`config.mk`:
```
export PLATFORM = sky130hd
export DESIGN_NAME = mbist_engine
export DESIGN_NICKNAME = d
export VERILOG_FILES = /design/src/rtl/mbist_pkg.sv /design/src/rtl/mbist_cmd_ctrl.sv /design/src/rtl/mbist_seq_gen.sv /design/src/rtl/mbist_engine.sv
export SDC_FILE = /design/constraint.sdc
export NUM_CORES = 1
export LEC_CHECK = 0
export BUFFER_PORTS_ARGS = -buffer_cell sky130_fd_sc_hd__buf_2
export CORE_UTILIZATION = 49
export DETAILED_ROUTE_END_ITERATION = 7
export PLACE_DENSITY_LB_ADDON = 0.12
export SLEW_MARGIN = 20
export SYNTH_ARGS = -nofsm -noshare
export SYNTH_HDL_FRONTEND = slang
export SYNTH_SLANG_ARGS = --single-unit
```
`constraint.sdc`:
```
create_clock -name clk_i -period 1.9 [get_ports clk_i]
set_clock_uncertainty 0.05 [all_clocks]
set_input_delay 0.38 -clock clk_i [delete_from_list [all_inputs] [get_ports clk_i]]
set_output_delay 0.38 -clock clk_i [all_outputs]
set_load 0.02 [all_outputs]
```
`src/rtl/mbist_pkg.sv`:
```
package mbist_pkg;
  localparam int OPC_LSB = 1;
  localparam int OPC_W   = 4;
  localparam int BG_LSB  = OPC_LSB + OPC_W;

  typedef struct packed {
    logic rd;
    logic inv;
  } mop_t;

  typedef struct packed {
    logic [2:0]      len;
    mop_t [3:0]      ops;
  } mseq_t;

  typedef enum logic [1:0] {C_IDLE, C_SHIFT, C_GET, C_APPLY} cst_t;
  typedef enum logic [2:0] {G_IDLE, G_INIT, G_IFETCH, G_DFETCH, G_EXEC, G_CMP, G_NOGO} gst_t;

  localparam mop_t M_WA = '{rd: 1'b0, inv: 1'b0};
  localparam mop_t M_WN = '{rd: 1'b0, inv: 1'b1};
  localparam mop_t M_RA = '{rd: 1'b1, inv: 1'b0};
  localparam mop_t M_RN = '{rd: 1'b1, inv: 1'b1};

  // ops[0] executes first
  function automatic mseq_t decode_op(input logic [OPC_W-1:0] opc);
    mseq_t s;
    s = '0;
    case (opc)
      4'd1:  begin s.len = 3'd1; s.ops[0] = M_WA; end
      4'd2:  begin s.len = 3'd1; s.ops[0] = M_WN; end
      4'd3:  begin s.len = 3'd1; s.ops[0] = M_RA; end
      4'd4:  begin s.len = 3'd1; s.ops[0] = M_RN; end
      4'd5:  begin s.len = 3'd2; s.ops[0] = M_RA; s.ops[1] = M_WN; end
      4'd6:  begin s.len = 3'd2; s.ops[0] = M_RN; s.ops[1] = M_WA; end
      4'd7:  begin s.len = 3'd3; s.ops[0] = M_RA; s.ops[1] = M_WN; s.ops[2] = M_RN; end
      4'd8:  begin s.len = 3'd3; s.ops[0] = M_RN; s.ops[1] = M_WA; s.ops[2] = M_RA; end
      4'd9:  begin s.len = 3'd4; s.ops[0] = M_WA; s.ops[1] = M_RA; s.ops[2] = M_WN; s.ops[3] = M_RN; end
      4'd10: begin s.len = 3'd4; s.ops[0] = M_WN; s.ops[1] = M_RN; s.ops[2] = M_WA; s.ops[3] = M_RA; end
      4'd11: begin s.len = 3'd2; s.ops[0] = M_RA; s.ops[1] = M_WA; end
      4'd12: begin s.len = 3'd2; s.ops[0] = M_RN; s.ops[1] = M_WN; end
      4'd13: begin s.len = 3'd2; s.ops[0] = M_WA; s.ops[1] = M_RA; end
      4'd14: begin s.len = 3'd2; s.ops[0] = M_WN; s.ops[1] = M_RN; end
      4'd15: begin s.len = 3'd4; s.ops[0] = M_RA; s.ops[1] = M_WN; s.ops[2] = M_RN; s.ops[3] = M_WA; end
      default: s = '0;
    endcase
    return s;
  endfunction
endpackage

```
`src/rtl/mbist_cmd_ctrl.sv`:
```
module mbist_cmd_ctrl
  import mbist_pkg::*;
#(
  parameter int NCMD  = 4,
  parameter int CMD_W = 13,
  localparam int TOT  = NCMD * CMD_W
) (
  input  logic           clk_i,
  input  logic           rst_ni,
  input  logic           shift_i,
  input  logic           sdi_i,
  input  logic           fin_i,
  output logic [TOT-1:0] cmd_buf_o,
  output logic           ena_o,
  output logic           clr_o
);
  cst_t st_q;
  logic accept;

  assign accept = shift_i && (st_q == C_IDLE || st_q == C_SHIFT);
  assign ena_o  = (st_q == C_APPLY);
  assign clr_o  = accept;

  // first bit in ends at bit 0 after TOT shifts
  always_ff @(posedge clk_i or negedge rst_ni) begin
    if (!rst_ni) cmd_buf_o <= '0;
    else if (accept) cmd_buf_o <= {sdi_i, cmd_buf_o[TOT-1:1]};
  end

  always_ff @(posedge clk_i or negedge rst_ni) begin
    if (!rst_ni) st_q <= C_IDLE;
    else begin
      case (st_q)
        C_IDLE:  if (shift_i) st_q <= C_SHIFT;
        C_SHIFT: if (!shift_i) st_q <= C_GET;
        C_GET:   st_q <= C_APPLY;
        C_APPLY: if (fin_i) st_q <= C_IDLE;
        default: st_q <= C_IDLE;
      endcase
    end
  end
endmodule

```
`src/rtl/mbist_seq_gen.sv`:
```
module mbist_seq_gen
  import mbist_pkg::*;
#(
  parameter int DEPTH = 16,
  parameter int DW    = 8,
  parameter int NCMD  = 4,
  parameter int AW    = 4,
  parameter int CMD_W = 13,
  localparam int PW   = $clog2(NCMD + 1),
  localparam int IW   = (NCMD > 1) ? $clog2(NCMD) : 1
) (
  input  logic                  clk_i,
  input  logic                  rst_ni,
  input  logic                  ena_i,
  input  logic                  clr_i,
  input  logic [NCMD*CMD_W-1:0] cmd_buf_i,
  input  logic [DW-1:0]         ram_rdata_i,
  output logic                  ram_en_o,
  output logic                  ram_we_o,
  output logic [AW-1:0]         ram_addr_o,
  output logic [DW-1:0]         ram_wdata_o,
  output logic                  done_o,
  output logic                  go_o,
  output logic                  fin_o
);
  localparam logic [AW-1:0] TOP_A = AW'(DEPTH - 1);

  logic [CMD_W-1:0] cmd_slot [NCMD];
  for (genvar k = 0; k < NCMD; k++) begin : g_slot
    assign cmd_slot[k] = cmd_buf_i[k*CMD_W +: CMD_W];
  end

  gst_t            st_q;
  logic            ena_q, dir_q, done_q, go_q, fin_q;
  logic [PW-1:0]   ptr_q;
  mseq_t           seq_q;
  logic [DW-1:0]   bg_q, exp_q;
  logic [AW-1:0]   addr_q, addr_nx;
  logic [1:0]      step_q, step_nx;
  logic            ptr_ok, last_op, last_addr, wrap;
  logic [CMD_W-1:0] cur_cmd;
  mop_t            cur_op;
  logic [DW-1:0]   op_data;

  assign ptr_ok  = (ptr_q < PW'(NCMD));
  assign cur_cmd = ptr_ok ? cmd_slot[ptr_q[IW-1:0]] : '0;
  assign cur_op  = seq_q.ops[step_q];
  assign op_data = cur_op.inv ? ~bg_q : bg_q;

  always_comb begin
    last_op   = ({1'b0, step_q} == (seq_q.len - 3'd1));
    last_addr = dir_q ? (addr_q == '0) : (addr_q == TOP_A);
    wrap      = last_op && last_addr;
    step_nx   = last_op ? 2'd0 : step_q + 2'd1;
    addr_nx   = addr_q;
    if (last_op && !last_addr) addr_nx = dir_q ? addr_q - 1'b1 : addr_q + 1'b1;
  end

  assign ram_en_o    = (st_q == G_EXEC);
  assign ram_we_o    = ram_en_o && !cur_op.rd;
  assign ram_addr_o  = addr_q;
  assign ram_wdata_o = op_data;
  assign done_o      = done_q;
  assign go_o        = go_q;
  assign fin_o       = fin_q;

  always_ff @(posedge clk_i or negedge rst_ni) begin
    if (!rst_ni) begin
      st_q <= G_IDLE; ena_q <= 1'b0; dir_q <= 1'b0; done_q <= 1'b0; go_q <= 1'b0;
      fin_q <= 1'b0; ptr_q <= '0; seq_q <= '0; bg_q <= '0; exp_q <= '0;
      addr_q <= '0; step_q <= '0;
    end else begin
      ena_q <= ena_i;
      fin_q <= 1'b0;
      case (st_q)
        G_IDLE: if (ena_i && !ena_q) st_q <= G_INIT;
        G_INIT: begin
          ptr_q <= '0; done_q <= 1'b0; go_q <= 1'b1; st_q <= G_IFETCH;
        end
        G_IFETCH: begin
          if (!ptr_ok || cur_cmd[OPC_LSB +: OPC_W] == '0) begin
            done_q <= 1'b1; fin_q <= 1'b1; st_q <= G_IDLE;
          end else begin
            dir_q <= cur_cmd[0];
            seq_q <= decode_op(cur_cmd[OPC_LSB +: OPC_W]);
            bg_q  <= cur_cmd[BG_LSB +: DW];
            st_q  <= G_DFETCH;
          end
        end
        G_DFETCH: begin
          addr_q <= dir_q ? TOP_A : '0; step_q <= '0; st_q <= G_EXEC;
        end
        G_EXEC: begin
          if (cur_op.rd) begin
            exp_q <= op_data; st_q <= G_CMP;
          end else begin
            step_q <= step_nx; addr_q <= addr_nx;
            if (wrap) begin ptr_q <= ptr_q + PW'(1); st_q <= G_IFETCH; end
            else st_q <= G_EXEC;
          end
        end
        G_CMP: begin
          if (ram_rdata_i != exp_q) begin
            go_q <= 1'b0; done_q <= 1'b1; fin_q <= 1'b1; st_q <= G_NOGO;
          end else begin
            step_q <= step_nx; addr_q <= addr_nx;
            if (wrap) begin ptr_q <= ptr_q + PW'(1); st_q <= G_IFETCH; end
            else st_q <= G_EXEC;
          end
        end
        G_NOGO: if (!ena_i) st_q <= G_IDLE;
        default: st_q <= G_IDLE;
      endcase
      if (clr_i) begin
        done_q <= 1'b0; go_q <= 1'b0;
      end
    end
  end
endmodule

```
`src/rtl/mbist_engine.sv`:
```
module mbist_engine
  import mbist_pkg::*;
#(
  parameter int DEPTH = 16,
  parameter int DW    = 8,
  parameter int NCMD  = 4,
  localparam int AW   = (DEPTH > 1) ? $clog2(DEPTH) : 1
) (
  input  logic          clk_i,
  input  logic          rst_ni,
  input  logic          shift_i,
  input  logic          sdi_i,
  output logic          done_o,
  output logic          go_o,
  output logic          ram_en_o,
  output logic          ram_we_o,
  output logic [AW-1:0] ram_addr_o,
  output logic [DW-1:0] ram_wdata_o,
  input  logic [DW-1:0] ram_rdata_i
);
  localparam int CMD_W = BG_LSB + DW;

  logic [NCMD*CMD_W-1:0] cmd_buf;
  logic ena, clr, fin;

  mbist_cmd_ctrl #(.NCMD(NCMD), .CMD_W(CMD_W)) u_ctrl (
    .clk_i, .rst_ni, .shift_i, .sdi_i,
    .fin_i(fin), .cmd_buf_o(cmd_buf), .ena_o(ena), .clr_o(clr)
  );

  mbist_seq_gen #(.DEPTH(DEPTH), .DW(DW), .NCMD(NCMD), .AW(AW), .CMD_W(CMD_W)) u_gen (
    .clk_i, .rst_ni, .ena_i(ena), .clr_i(clr), .cmd_buf_i(cmd_buf),
    .ram_rdata_i, .ram_en_o, .ram_we_o, .ram_addr_o, .ram_wdata_o,
    .done_o, .go_o, .fin_o(fin)
  );
endmodule

```
==> results.cfg <==
[timing]
worst_slack_ns = -0.316
max_slew_margin_pct = 68.9
clock.fmax_ghz = 0.451
rsz0062_at_grt = yes
max_slew.worst_pin.slew_ns = 0.463
report.final.slew_viol_count = 0
setup_viol = 46
post-route-period-util_pct = 117
fin_crit_ns = 2.22
hold_viol_final = 0
setup_tns_ns = -5.77

[power]
powerDensity_nw_per_um2 = 1030
total_power_mw = 6.83
vdd_ir_drop_max_mv = 0.527
p_leak_nw = 3.15

[floorplan]
num_rows = 36
dieHeight_um = 103
die_w_um = 103
die_area_um2 = 10500
start_util_pct = 50.7
io_pins = 28
coreArea_um2 = 9770

[critical_path]
r2r_end = u_gen.ram_addr_o[3]
crit_fanout = 8
path_buf_inv = 2
max_stage_delay_ns = 0.50
crit_path_top_delay_cell = mux4_2
r2r_start = u_gen.step_q[0]
worstPathRequired_ns = 1.47
worstPathCellList = mux4_2, buf_12, xor2_2, buf_6
crit_path_end = ram_wdata_o[3]
path_delay_family = multiplexers
r2r_cells = 7
path_depth = 4
critPathLaunchType = flop
end_kind = output port
crit_type = reg -> out
crit_arrival_ns = 1.79
worstSetupStartpoint = u_gen.seq_q[4]
r2r_slack_ns = -0.22

[routing]
routedWlPerCell_um = 16.8
remaining_drc_errors = 0
dr.pass1.iters = 4
first_iter_violations = 129
vias = 3462
detail_route.vias_per_cell = 5.38
ant_nets = 0
routed_wl_um = 10800

[yosys]
syn_avg_cell_area_um2 = 12.1
synth-edff-count = 0
ys_seq_area_share_pct = 49.5
syn_nets = 431
synth_cell_types = 61
synthArstFlopShare_pct = 100
syn_inst = 410
synth_ff_type = dfrtp_1
ys_warn_count = 0
netlist_area_um2 = 4950
yosys_register_bits = 98

[place]
hpwl_um = 7020
place_inst = 601
port_buffers = 27
gp_congestion = 0.886

[clocking]
cts_tree = yes
root_buffer = clkbuf_8
numCtsBuffers = 9
clk_pin_slew_ns = 0.09
insertion_delay_ns = 0.36
cts.sinks = 98
clockBufferDepth = 2
cts_htree_levels = 3

[global_route]
grt_pass1_vias = 3479
grt_pass1_wl_um = 17500
grt-ovfl-total = 0
grt_max_degree = 49
grt_usage_pct = 21.9
antenna_found_initial = 0

[status]
violations = setup timing
status = finished with violations

[finish]
fillerInstances = 714
nNetsFinal = 526
final_cell_mix = 95 x dfrtp_1, 63 x mux2_2, 50 x buf_4
antenna_cells = 0
drive_gt1_share_pct = 53.1
final_common_cell = dfrtp_1
final_cells = 643
area_delta_synth_final_pct = 33.7

[run]
maxCapViolCount = 0

[min_path]
hold_depth = 2
min_path_type = in -> reg
layout make-up:
cell class	instances	area, um2	area share (%)
multi-input combinational	276	2760	41.8
clock buffer	11	141	2.14
tap	133	166	2.51
inverter	16	65.1	0.983
clock inverter	5	36.3	0.548
sequential	98	2460	37.1
timing repair buffer	104	991	15.0
worst min path at each step:
stage | endpoint | slack [ns] | startpoint
3_5_place_dp | u_gen.ram_addr_o[1] | 0.29 | rst_ni
4_1_cts | u_ctrl.cmd_buf_o[51] | 0.19 | sdi_i
2_1_floorplan | u_ctrl.cmd_buf_o[0] | 0.03 | rst_ni
6_report | u_ctrl.cmd_buf_o[51] | 0.20 | sdi_i
3_3_place_gp | u_gen.ram_addr_o[1] | 0.30 | rst_ni
5_1_grt | u_ctrl.cmd_buf_o[51] | 0.20 | sdi_i
metal layers:
metal	track usage [%]	up-vias	part of all wire [%]
li1	-	1654	-
met1	30.9	1738	46
met2	34.5	47	49
met3	2.71	23	2.0
met4	8.90	0	2.7
met5	0	-	0
cell families after synthesis:
family	after synthesis	share of synthesized area (%)
AOI/OAI and AO/OA	65	8.51
xor gates and xnor gates	23	4.07
adders and majority gates	9	2.43
buffers and inverters	36	3.49
DFF	98	49.5
muxes	84	22.4
and+or+nand+nor	95	9.55
Yosys cell counts, types with 2 or more instances:
master / instances / area share, %
dfrtp_1: 98 / 50
mux2_2: 63 / 14
nand2_1: 45 / 3.4
o21ai_0: 17 / 1.7
nor2_1: 16 / 1.2
a21oi_1: 15 / 1.5
inv_1: 15 / 1.1
mux4_2: 14 / 6.4
xnor2_1: 13 / 2.3
clkbuf_1: 11 / 0.83
xor2_1: 10 / 1.8
ha_1: 8 / 2.0
mux2i_1: 6 / 1.2
nand2b_1: 6 / 0.76
o21ai_1: 5 / 0.51
a21o_1: 4 / 0.61
buf_6: 4 / 0.91
and2_1: 3 / 0.38
buf_2: 3 / 0.30
nor3_1: 3 / 0.30
o22ai_1: 3 / 0.38
a22o_1: 2 / 0.35
nand2_2: 2 / 0.25
nand4_1: 2 / 0.25
nor3_2: 2 / 0.40
nor4b_1: 2 / 0.35
o221ai_1: 2 / 0.35
o41ai_1: 2 / 0.35
or3_1: 2 / 0.25
power breakdown:
| group | switching [mW] | total [mW] | internal, mW |
|---|---|---|---|
| clock | 0.722 | 1.24 | 0.521 |
| sequential | 0.288 | 2.71 | 2.42 |
| combinational | 1.42 | 2.88 | 1.46 |
through the flow:
stage | utilization, % | area, um2 | worst slack (ns) | hold WS, ns
floorplan | - | 4970 | -0.0742 | 0.0344
global placement | 57.5 | 5620 | -0.178 | 0.296
detailed placement | 57.5 | 5620 | -0.208 | 0.292
CTS | 65.5 | 6400 | -0.316 | 0.189
global route | 67.7 | 6620 | -0.373 | 0.196
finish | 67.7 | 6620 | -0.316 | 0.201
what timing repair did:
item / 4_1_cts / 5_1_grt
setup buffers: 16 / 6
resized for setup: 82 / 53
hold buffers: 1 / 0
cloned: 5 / 0
pin swaps: 22 / 17
setup endpoints to repair: 50 / 52
hold endpoints to repair: 28 / 0
registers in the layout, indices dropped and copies added (netlist names):
name	flops
u_ctrl.cmd_buf_o	52
u_gen.seq_q	11
u_gen.bg_q	8
u_gen.exp_q	8
u_gen.ram_addr_o	4
u_gen.ptr_q	3
u_gen.st_q	3
u_ctrl.st_q	2
u_gen.step_q	2
u_gen.dir_q	1
u_gen.done_o	1
u_gen.ena_q	1
u_gen.fin_o	1
u_gen.go_o	1
worst reg2reg max path, stage by stage (launching register included):
cell	delay [ns]
dfrtp_2	0.39
buf_4	0.14
mux4_2	0.55
buf_6	0.15
nand2_4	0.10
o221ai_4	0.14
o31a_1	0.29
o311ai_2	0.21
Note: power is estimated with default switching activity, not from simulation.
